## src/rtl/pair_fuse_detect.sv

```systemverilog
module pair_fuse_detect #(
  parameter int SLOTS = 4
) (
  input  logic                 clk,
  input  logic                 rst_n,
  input  logic [SLOTS-1:0]     in_valid,
  input  logic [SLOTS*32-1:0]  in_instr,
  output logic [SLOTS-1:0]     out_valid,
  output logic [SLOTS-1:0]     out_fused,
  output logic [SLOTS*4-1:0]   out_op,
  output logic [SLOTS*2-1:0]   out_off
);

  localparam logic [3:0] OP_NONE    = 4'd0;
  localparam logic [3:0] OP_SZEWL1  = 4'd1;
  localparam logic [3:0] OP_SZEWL2  = 4'd2;
  localparam logic [3:0] OP_BYTE2   = 4'd3;
  localparam logic [3:0] OP_SH4ADD  = 4'd4;
  localparam logic [3:0] OP_SR30ADD = 4'd5;
  localparam logic [3:0] OP_SR31ADD = 4'd6;
  localparam logic [3:0] OP_SR32ADD = 4'd7;
  localparam logic [3:0] OP_ODDADD  = 4'd8;
  localparam logic [3:0] OP_ODDADDW = 4'd9;
  localparam logic [3:0] OP_ORH48   = 4'd10;
  localparam logic [3:0] OP_SH1ADD  = 4'd11;
  localparam logic [3:0] OP_SH2ADD  = 4'd12;
  localparam logic [3:0] OP_SH3ADD  = 4'd13;
  localparam logic [3:0] OP_SEXTH   = 4'd14;
  localparam logic [3:0] OP_ZEXTH   = 4'd15;
  localparam logic [1:0] OFF_WORD   = 2'd1;

  function automatic logic [3:0] pair_op(input logic [31:0] a, input logic [31:0] b);
    logic [4:0]  rd;
    logic [5:0]  sa, sb;
    logic        a_sll, a_srl, a_and, b_srl, b_sra, b_and, b_add, b_or, b_addw;
    logic        ok, rok;
    logic [3:0]  r;
    rd    = a[11:7];
    sa    = a[25:20];
    sb    = b[25:20];
    a_sll = a[6:0] == 7'h13 && a[14:12] == 3'b001 && a[31:26] == 6'd0;
    a_srl = a[6:0] == 7'h13 && a[14:12] == 3'b101 && a[31:26] == 6'd0;
    a_and = a[6:0] == 7'h13 && a[14:12] == 3'b111;
    b_srl = b[6:0] == 7'h13 && b[14:12] == 3'b101 && b[31:26] == 6'd0;
    b_sra = b[6:0] == 7'h13 && b[14:12] == 3'b101 && b[31:26] == 6'b010000;
    b_and = b[6:0] == 7'h13 && b[14:12] == 3'b111;
    b_add = b[6:0] == 7'h33 && b[14:12] == 3'b000 && b[31:25] == 7'd0;
    b_or  = b[6:0] == 7'h33 && b[14:12] == 3'b110 && b[31:25] == 7'd0;
    b_addw = b[6:0] == 7'h3b && b[14:12] == 3'b000 && b[31:25] == 7'd0;
    ok  = a[1:0] == 2'b11 && b[1:0] == 2'b11 && rd != 5'd0 &&
          b[11:7] == rd && b[19:15] == rd;
    rok = ok && b[24:20] != rd;
    r = OP_NONE;
    if (ok && a_sll && sa == 6'd32 && b_srl && sb == 6'd31)       r = OP_SZEWL1;
    else if (ok && a_sll && sa == 6'd32 && b_srl && sb == 6'd30)  r = OP_SZEWL2;
    else if (ok && a_srl && sa == 6'd8 && b_and && b[31:20] == 12'd255) r = OP_BYTE2;
    else if (ok && a_sll && sa == 6'd48 && b_sra && sb == 6'd48)  r = OP_SEXTH;
    else if (ok && a_sll && sa == 6'd48 && b_srl && sb == 6'd48)  r = OP_ZEXTH;
    else if (rok && a_sll && b_add && sa == 6'd4)                 r = OP_SH4ADD;
    else if (rok && a_sll && b_add && sa == 6'd1)                 r = OP_SH1ADD;
    else if (rok && a_sll && b_add && sa == 6'd2)                 r = OP_SH2ADD;
    else if (rok && a_sll && b_add && sa == 6'd3)                 r = OP_SH3ADD;
    else if (rok && a_srl && b_add && sa == 6'd30)                r = OP_SR30ADD;
    else if (rok && a_srl && b_add && sa == 6'd31)                r = OP_SR31ADD;
    else if (rok && a_srl && b_add && sa == 6'd32)                r = OP_SR32ADD;
    else if (rok && a_and && a[31:20] == 12'd1 && b_add)          r = OP_ODDADD;
    else if (rok && a_and && a[31:20] == 12'd1 && b_addw)         r = OP_ODDADDW;
    else if (rok && a_and && a[31:20] == 12'hf00 && b_or)         r = OP_ORH48;
    return r;
  endfunction

  logic [SLOTS-1:0][3:0] cand;
  logic [SLOTS-1:0]      take;
  logic [SLOTS:0]        eaten;

  for (genvar i = 0; i < SLOTS; i++) begin : g_cand
    if (i < SLOTS - 1) begin : g_pair
      assign cand[i] = (in_valid[i] && in_valid[i+1]) ?
                       pair_op(in_instr[i*32 +: 32], in_instr[(i+1)*32 +: 32]) : OP_NONE;
    end else begin : g_last
      assign cand[i] = OP_NONE;
    end
  end

  always_comb begin
    eaten = '0;
    for (int i = 0; i < SLOTS; i++) begin
      take[i]      = (cand[i] != OP_NONE) && !eaten[i];
      eaten[i+1]   = take[i];
    end
  end

  always_ff @(posedge clk) begin
    if (!rst_n) begin
      out_valid <= '0;
      out_fused <= '0;
      out_op    <= '0;
      out_off   <= '0;
    end else begin
      out_valid <= in_valid & ~eaten[SLOTS-1:0];
      out_fused <= take;
      for (int i = 0; i < SLOTS; i++) begin
        out_op[i*4 +: 4]  <= take[i] ? cand[i] : OP_NONE;
        out_off[i*2 +: 2] <= take[i] ? OFF_WORD : 2'd0;
      end
    end
  end

  for (genvar i = 0; i < SLOTS; i++) begin : g_chk

    dead_slot_chk: assert property (@(posedge clk) disable iff (!rst_n)
      !in_valid[i] |=> !out_valid[i] && !out_fused[i]);

    head_stays_chk: assert property (@(posedge clk) disable iff (!rst_n)
      out_fused[i] |-> out_valid[i]);

    op_flag_chk: assert property (@(posedge clk) disable iff (!rst_n)
      (out_op[i*4 +: 4] != OP_NONE) == out_fused[i]);

    off_code_chk: assert property (@(posedge clk) disable iff (!rst_n)
      out_off[i*2 +: 2] == (out_fused[i] ? OFF_WORD : 2'd0));
    if (i < SLOTS - 1) begin : g_nb

      tail_absorbed_chk: assert property (@(posedge clk) disable iff (!rst_n)
        out_fused[i] |-> !out_valid[i+1] && !out_fused[i+1]);

      short_word_chk: assert property (@(posedge clk) disable iff (!rst_n)
        (in_instr[i*32 +: 2] != 2'b11 || in_instr[(i+1)*32 +: 2] != 2'b11) |=> !out_fused[i]);
    end else begin : g_end

      last_free_chk: assert property (@(posedge clk) disable iff (!rst_n)
        !out_fused[i]);
    end
  end

endmodule

```

## config.mk

```make
export PLATFORM = sky130hd
export DESIGN_NAME = pair_fuse_detect
export DESIGN_NICKNAME = d
export VERILOG_FILES = /design/src/rtl/pair_fuse_detect.sv
export SDC_FILE = /design/constraint.sdc
export NUM_CORES = 1
export LEC_CHECK = 0
export BUFFER_PORTS_ARGS = -buffer_cell sky130_fd_sc_hd__buf_2
export CORE_UTILIZATION = 38
export DETAILED_ROUTE_END_ITERATION = 7
export PLACE_DENSITY = 0.77
export SLEW_MARGIN = 20
export SYNTH_ARGS = -nofsm -noshare
export SYNTH_HDL_FRONTEND = slang
export SYNTH_SLANG_ARGS = --single-unit
export TNS_END_PERCENT = 30
```

## constraint.sdc

```tcl
create_clock -name clk -period 2.96 [get_ports clk]
set_input_delay 0.148 -clock clk [delete_from_list [all_inputs] [get_ports clk]]
set_output_delay 0.148 -clock clk [all_outputs]
set_load 0.05 [all_outputs]
```

==> results of run 1 <==
[power by group through the flow]
| stage | sequential (uW) | combinational, uW | clock [uW] |
|---|---|---|---|
| floorplan | 275 | 148 | 0 |
| global route | 259 | 341 | 189 |
| detailed placement | 265 | 309 | 0 |
| finish | 259 | 315 | 169 |
| CTS | 259 | 311 | 173 |
| global placement | 265 | 305 | 0 |
[metrics by stage]
stage / area, um2 / total power, uW
floorplan: 2910 / 424
global placement: 3740 / 570
detailed placement: 3740 / 574
CTS: 3790 / 743
global route: 3790 / 789
finish: 3790 / 743
[worst max-delay path, stage by stage]
cell	delay, ps
buf_2	90
or4_1	590
nor4bb_1	420
buf_4	190
nand4_1	90
o31a_1	270
a21boi_1	140
a32oi_2	270
nand4_1	280
nor3_1	260
[per-layer routing]
layer / track usage / part of all wire / routed length (um)
met5: 0 / 0 / 0
met4: 0.0765 / 0.024 / 239
met3: 0.0175 / 0.075 / 757
met2: 0.412 / 0.45 / 4520
met1: 0.348 / 0.45 / 4600
[area by class of cell]
class / count / area [um2]
Timing Repair Buffer: 164 / 856
Fill cell: 770 / 3500
Inverter: 10 / 37.5
Tap cell: 99 / 124
Multi-Input combinational cell: 358 / 2350
Clock buffer: 4 / 45.0
Sequential cell: 19 / 380
[flip-flops by register name (all words and copies together) (netlist names)]
name,flops
out_op,12
out_valid,4
out_fused,3
[worst max-delay path by stage]
stage / depth (start not counted) / start / endpoint / slack, ps
2_1_floorplan: 10 / in_instr[73] / out_op[10] / 490
3_3_place_gp: 9 / in_instr[73] / out_op[10] / 200
3_5_place_dp: 10 / in_instr[26] / out_op[6] / 140
4_1_cts: 9 / in_instr[73] / out_op[10] / 400
5_1_grt: 9 / in_instr[26] / out_op[10] / 200
6_report: 10 / in_instr[26] / out_op[6] / 380
[kinds of logic (layout without fill, tap and decap cells)]
| group | Yosys count | after routing | share of synthesized area |
|---|---|---|---|
| compound gates | 70 | 70 | 0.192 |
| xor+xnor | 19 | 19 | 0.0578 |
| buf+inv | 33 | 178 | 0.0652 |
| flops | 19 | 19 | 0.132 |
| mux | 2 | 2 | 0.00695 |
| other cells | 1 | 10 | 0.00130 |
| simple gates | 257 | 257 | 0.545 |
[cells in the final DEF, fill, tap and decap left out, types with 8 or more instances in the layout]
| cell type | synthesis | final |
|---|---|---|
| nor2_1 | 37 | 37 |
| nor4b_1 | 9 | 9 |
| nand3_1 | 26 | 26 |
| xor2_1 | 15 | 15 |
| buf_4 | 13 | 14 |
| dfxtp_1 | 19 | 19 |
| conb_1 | 1 | 10 |
| nand2_1 | 31 | 31 |
| buf_2 | 0 | 150 |
| a211oi_1 | 8 | 8 |
| nor4_1 | 22 | 22 |
| a21oi_1 | 8 | 8 |
| and3_1 | 9 | 9 |
| nand4_1 | 25 | 25 |
| or4_1 | 9 | 9 |
| and2_1 | 8 | 8 |
| nor3_1 | 18 | 18 |
| or3_1 | 11 | 11 |
| inv_1 | 10 | 10 |
==> results_dict.tcl, run 1 <==
set metrics [dict create \
    drc 0 \
    drtIter0Drc 267 \
    drive_gt1_frac 0.323 \
    cts.sinks 19 \
    crit_path_end_kind "flip-flop" \
    n_antenna_cell 0 \
    yosys.cell_types.count 67 \
    power_frac_comb 0.424 \
    max_cap_violations 0 \
    ctsResizeCount 0 \
    clock_path_buffers 2 \
    final.period_utilization 0.870 \
    die_w_um 89.1 \
    dp.cells 650 \
    hold_ws_ps 104 \
    initial_core_util 0.395 \
    report.final.slew_viol_count 0 \
    root_buffer "clkbuf_8" \
    coreArea_mm2 0.00729 \
    async_flop_share 0 \
    hold_buffers 0 \
    row_count 31 \
    port_buffers 150 \
    sw_frac_of_total 0.360 \
    syn_area_per_cell_um2 7.18 \
    cts_buffers 3 \
    routabilityCongestion 1.02 \
    p_sw_uw 268 \
    firstDrtPassIters 5 \
    relSlewSlack 0.580 \
    p_int_uw 475 \
    grt_start_max_net_pins 12 \
    synth_flop_cell "dfxtp_1" \
    final_util 0.520 \
    yosysMostFrequentCell "nor2_1" \
    postLayoutSetupSlackWorst_ps 384 \
    area_growth_syn_to_layout_pct 31.5 \
    synth.ff_latch_count 19 \
    via_count 3945 \
    critPathArrivalTime_ps 2750 \
    routedWlPerCell_um 15.5 \
    netlist_instances 401 \
    hold_depth 2 \
    post_cts_buffers 0 \
    rsz0062_at_grt "no" \
    gr-total-overflow 0 \
    dp_worst_setup_slack_ps 138 \
    synthTopCellsByArea "dfxtp_1, nand4_1, nor2_1, nor4_1, xor2_1" \
    syn_area_mm2 0.00288 \
    path_clk_slew_ps 60 \
    seq_area_frac_synth 0.132 \
    max_freq_mhz 388 \
    nets 690 \
    die_area_mm2 0.00793 \
    finalCriticalPeriod_ps 2580 \
    synthTopCellsByCount "nor2_1, nand2_1, nand3_1" \
    p_per_area_mw_per_mm2 196 \
    viasPerCell 6.03 \
    finalSetupViolCount 0 \
    seq_power_share 0.349 \
    drt_wl_total_um 10100 \
    cp_max_fo 6 \
    grt_use_total 0.250 \
    status "completed" \
    antenna_found_initial 0 \
    setup_tns_ps 0 \
    grt_pass1_vias 3372 \
    hp-class "in2reg" \
    clkPwrFrac 0.227 \
    min_from "in_valid[0]" \
    die_y_um 89.1 \
    yosys.area.top_type "dfxtp_1" \
    ant_nets 0 \
    fin_cells 654 \
    required_ps 3130 \
    path_class "in2reg" \
    synth_edf_count 0 \
    tightest_slew_ps 625 \
    cts_tree "yes" \
    worstSetupStartpointType "input port" \
    hpwlAfterDp_um 8560 \
    grt_pass1_wl_um 15700 \
    synth_top_area_share 0.132 \
    holdPathEnd "out_valid[0]" \
    htree_levels 1 \
    ios 166 \
    peakVddDrop_v 0.000111 \
    ys_warn_count 0 \
    leakage_uw 0.00153 \
    final-hold-violation-count 0 \
]
(Power assumes the default switching activity.)
==> run 2: changes to the inputs <==
--- a/config.mk
+++ b/config.mk
@@ -9,7 +9,7 @@
 export CORE_UTILIZATION = 38
 export DETAILED_ROUTE_END_ITERATION = 7
 export PLACE_DENSITY = 0.77
-export SLEW_MARGIN = 20
+export SLEW_MARGIN = 40
 export SYNTH_ARGS = -nofsm -noshare
 export SYNTH_HDL_FRONTEND = slang
 export SYNTH_SLANG_ARGS = --single-unit
==> constraint.sdc (replaced) <==
create_clock -name clk -period 2.85 [get_ports clk]
set_input_delay 0.1425 -clock clk [delete_from_list [all_inputs] [get_ports clk]]
set_output_delay 0.1425 -clock clk [all_outputs]
set_load 0.05 [all_outputs]
==> run 2 against run 1 <==
Net effect: count of clock-buffer cells in the layout unchanged; sequential power grew 4%; die area stayed put; global-route usage up 0.71 points; total power rose by 3.9%; flip-flop and latch count is the same.
==> results_dict.tcl, run 2 (synthesis gave the netlist of run 1 again) <==
set metrics [dict create \
    drt_wl_total_um 10200 \
    finalCriticalPeriod_ps 2540 \
    final_common_cell "buf_2" \
    htree_levels 1 \
    row_count 31 \
    p_per_area_mw_per_mm2 202 \
    cts.sinks 19 \
    nFillCells 778 \
    peakVddDrop_v 0.0000972 \
    initial_core_util 0.395 \
    largest_register "out_op" \
    finalSetupViolCount 0 \
    grt_use_total 0.257 \
    drtIter0Drc 349 \
    critPathArrivalTime_ps 2710 \
    largest_reg_flops 12 \
    hold_buffers 0 \
    final_area_mm2 0.00383 \
    cts_tree "yes" \
    rsz0062_at_grt "no" \
    die_y_um 89.1 \
    hpwlAfterDp_um 8690 \
    tightest_slew_ps 612 \
    path_clk_slew_ps 60 \
    nets 695 \
    report.final.slew_viol_count 0 \
    drive_gt1_frac 0.329 \
    root_buffer "clkbuf_8" \
    antenna_found_initial 0 \
    final-hold-violation-count 0 \
    hp-class "in2reg" \
    die_w_um 89.1 \
    via_count 3938 \
    gr-total-overflow 0 \
    leakage_uw 0.00156 \
    coreArea_mm2 0.00729 \
    grt_pass1_wl_um 16200 \
    clock_path_buffers 2 \
    max_cap_violations 0 \
    drc 0 \
    final.period_utilization 0.891 \
    path_class "in2reg" \
    cp_max_fo 6 \
    crit_path_end_kind "flip-flop" \
    max_freq_mhz 394 \
    final_cell_mix "buf_2, nor2_1, nand2_1" \
    worstSetupStartpointType "input port" \
    n_antenna_cell 0 \
    viasPerCell 5.98 \
    routedWlPerCell_um 15.4 \
    cts_buffers 3 \
    relSlewSlack 0.588 \
    status "completed" \
    port_buffers 150 \
    grt_start_max_net_pins 12 \
    setup_tns_ps 0 \
    ios 166 \
    required_ps 3020 \
    placed_area_mm2 0.00378 \
    post_cts_buffers 0 \
    ant_nets 0 \
    routabilityCongestion 0.977 \
    reg_top3 "out_op x12, out_valid x4, out_fused x3" \
    firstDrtPassIters 5 \
    grt_pass1_vias 3474 \
    area_growth_syn_to_layout_pct 32.8 \
    ctsResizeCount 0 \
    die_area_mm2 0.00793 \
]
## run 2: area by class of cell
cell class | count | area (um2) | area share
clock buffers | 4 | 45.0 | 0.0118
flip-flops and latches | 19 | 380 | 0.0994
multi-input cells | 358 | 2350 | 0.613
repair buffers | 169 | 893 | 0.233
well taps | 99 | 124 | 0.0324
inverters | 10 | 37.5 | 0.00981
## run 2: critical path, cell delays in order
cell and delay [ps]:
buf_2 90, or4_1 590, nor4bb_1 380, buf_4 180
nand4_1 100, o31a_1 280, a21boi_1 150, a32oi_2 290
nand4_1 280, nor3_1 240
## run 2: per-layer routing
metal,global-route usage,share of wire
met5,0,0
met4,0.0606,0.013
met3,0.0212,0.088
met2,0.418,0.45
met1,0.367,0.45
## run 2: worst paths after layout
path | startpoint | end | depth (start not counted)
hold / removal | in_valid[3] | out_valid[3] | 3
setup / recovery | in_instr[26] | out_op[6] | 10
## run 2: report_power, final
| group | total (uW) | switching [uW] | internal [uW] | leakage [uW] |
|---|---|---|---|---|
| clock network | 173 | 74.5 | 99.0 | 0.0000228 |
| logic | 329 | 202 | 127 | 0.00138 |
| registers | 269 | 0.501 | 269 | 0.000154 |
## run 2: metrics by stage
stage / power (uW) / worst slack, ps / util / instances / hold slack (ps)
after floorplan: 440 / 390 / - / 410 / 255
after global placement: 594 / 140 / 0.519 / 655 / 366
after detailed placement: 599 / 79.8 / 0.519 / 655 / 370
after CTS: 770 / 328 / 0.525 / 659 / 117
after global routing: 825 / 178 / 0.525 / 659 / 127
final: 772 / 310 / 0.525 / 659 / 118
==> run 3: changes to the inputs <==
--- a/config.mk
+++ b/config.mk
@@ -6,6 +6,7 @@
 export NUM_CORES = 1
 export LEC_CHECK = 0
 export BUFFER_PORTS_ARGS = -buffer_cell sky130_fd_sc_hd__buf_2
+export CORE_ASPECT_RATIO = 0.7
 export CORE_UTILIZATION = 38
 export DETAILED_ROUTE_END_ITERATION = 7
 export PLACE_DENSITY = 0.77
==> run 3 against run 2 <==
Net effect: clock power barely moved; largest cell class unchanged; wire length rose by 8.3%; flip-flop and latch count did not move; global-route usage rose by 1.7 points; sequential power barely moved; count of clock-buffer cells in the layout did not move; via count rose by 1.9%; first-iteration DRC count fell by 17%; utilization rose by 0.38 points; non-clock buffer count rose by 5.
==> results_dict.tcl, run 3 (synthesis gave the netlist of run 1 again) <==
set metrics [dict create \
    hp-class "in2reg" \
    grt_pass1_vias 3526 \
    hold_buffers 0 \
    leakage_uw 0.00158 \
    crit_end "out_fused[2]" \
    root_buffer "clkbuf_8" \
    max_freq_mhz 380 \
    hold_ws_ps 131 \
    drt_wl_total_um 11000 \
    viasPerCell 6.05 \
    report.final.slew_viol_count 0 \
    antenna_found_initial 0 \
    required_ps 2980 \
    initial_core_util 0.394 \
    cts_tree "yes" \
    via_count 4013 \
    peakVddDrop_v 0.000248 \
    drive_gt1_frac 0.336 \
    drtIter0Drc 289 \
    setup_tns_ps 0 \
    largest_reg_flops 12 \
    path_clk_slew_ps 60 \
    path_class "in2reg" \
    rsz0062_at_grt "no" \
    htree_levels 1 \
    p_per_area_mw_per_mm2 200 \
    port_buffers 150 \
    cp_max_fo 6 \
    largest_register "out_op" \
    cts_buffers 3 \
    gr-total-overflow 0 \
    grt_start_max_net_pins 12 \
    slowest_delay_ps 710 \
    final.period_utilization 0.923 \
    crit_path_end_kind "flip-flop" \
    die_y_um 74.8 \
    ctsResizeCount 0 \
    row_count 26 \
    routabilityCongestion 1.00 \
    drc 0 \
    routedWlPerCell_um 16.6 \
    status "completed" \
    final_common_cell "buf_2" \
    final_cell_mix "buf_2, nor2_1, nand2_1" \
    placed_area_mm2 0.00382 \
    finalSetupViolCount 0 \
    worstSetupStartpointType "input port" \
    ios 166 \
    nets 700 \
    ant_nets 0 \
    crit_start "in_instr[71]" \
    cts.sinks 19 \
    area_growth_syn_to_layout_pct 34.3 \
    cp_cell_sequence "buf_2 > a21boi_0 > a2111o_1 > nor4_2 > o21ai_0 > nand2_1 > nor2_1 > or4b_1 > nor2b_1" \
    final_area_mm2 0.00387 \
    hpwlAfterDp_um 9550 \
    die_area_mm2 0.00794 \
    grt_use_total 0.274 \
    coreArea_mm2 0.00732 \
    reg_top3 "out_op x12, out_valid x4, out_fused x3" \
    relSlewSlack 0.491 \
    clock_path_buffers 2 \
    post_cts_buffers 0 \
    max_cap_violations 0 \
    die_w_um 106 \
    finalCriticalPeriod_ps 2630 \
    slowest_stage "nor4_2" \
    firstDrtPassIters 5 \
    tightest_slew_ps 757 \
    finalPower_uw 775 \
    n_antenna_cell 0 \
    critPathArrivalTime_ps 2760 \
    final-hold-violation-count 0 \
    grt_pass1_wl_um 17400 \
]
==> run 3: worst min-delay path by stage <==
| stage | startpoint | to | cells past startpoint |
|---|---|---|---|
| global route | in_valid[0] | out_valid[0] | 2 |
| floorplan | in_valid[1] | out_valid[1] | 2 |
| CTS | in_valid[3] | out_valid[3] | 3 |
| detailed placement | in_valid[3] | out_valid[3] | 3 |
| finish | in_valid[3] | out_valid[3] | 3 |
| global placement | in_valid[0] | out_valid[0] | 2 |
==> run 3: routing by layer <==
metal / GRT usage / part of all wire
met1: 0.407 / 0.48
met2: 0.420 / 0.41
met3: 0.0494 / 0.11
met4: 0.0401 / 0.0027
met5: 0 / 0
==> run 3: worst max-delay path: cells and delay by family <==
| kind | cells | cell delay, ps |
|---|---|---|
| simple gates | 5 | 1620 |
| compound gates | 3 | 840 |
| buf+inv | 1 | 140 |
==> run 3: final cells by class <==
class | instances | area [um2]
sequential | 19 | 380
inverter | 10 | 37.5
timing repair buffer | 174 | 931
multi-input combinational | 358 | 2350
clock buffer | 4 | 45.0
fill | 747 | 3450
tap | 98 | 123
==> run 3: metrics by stage <==
stage	util	cells	setup WS, ps
after floorplan	-	410	390
after global placement	0.522	659	134
after detailed placement	0.522	659	53.2
after CTS	0.528	663	307
after global routing	0.529	663	39.3
final	0.529	663	219
==> run 3: power breakdown <==
part           switching [uW]  internal, uW  leakage [uW]
combinational             207           128       0.00141
sequential              0.504           269      0.000154
clock                    71.9          98.8     0.0000228
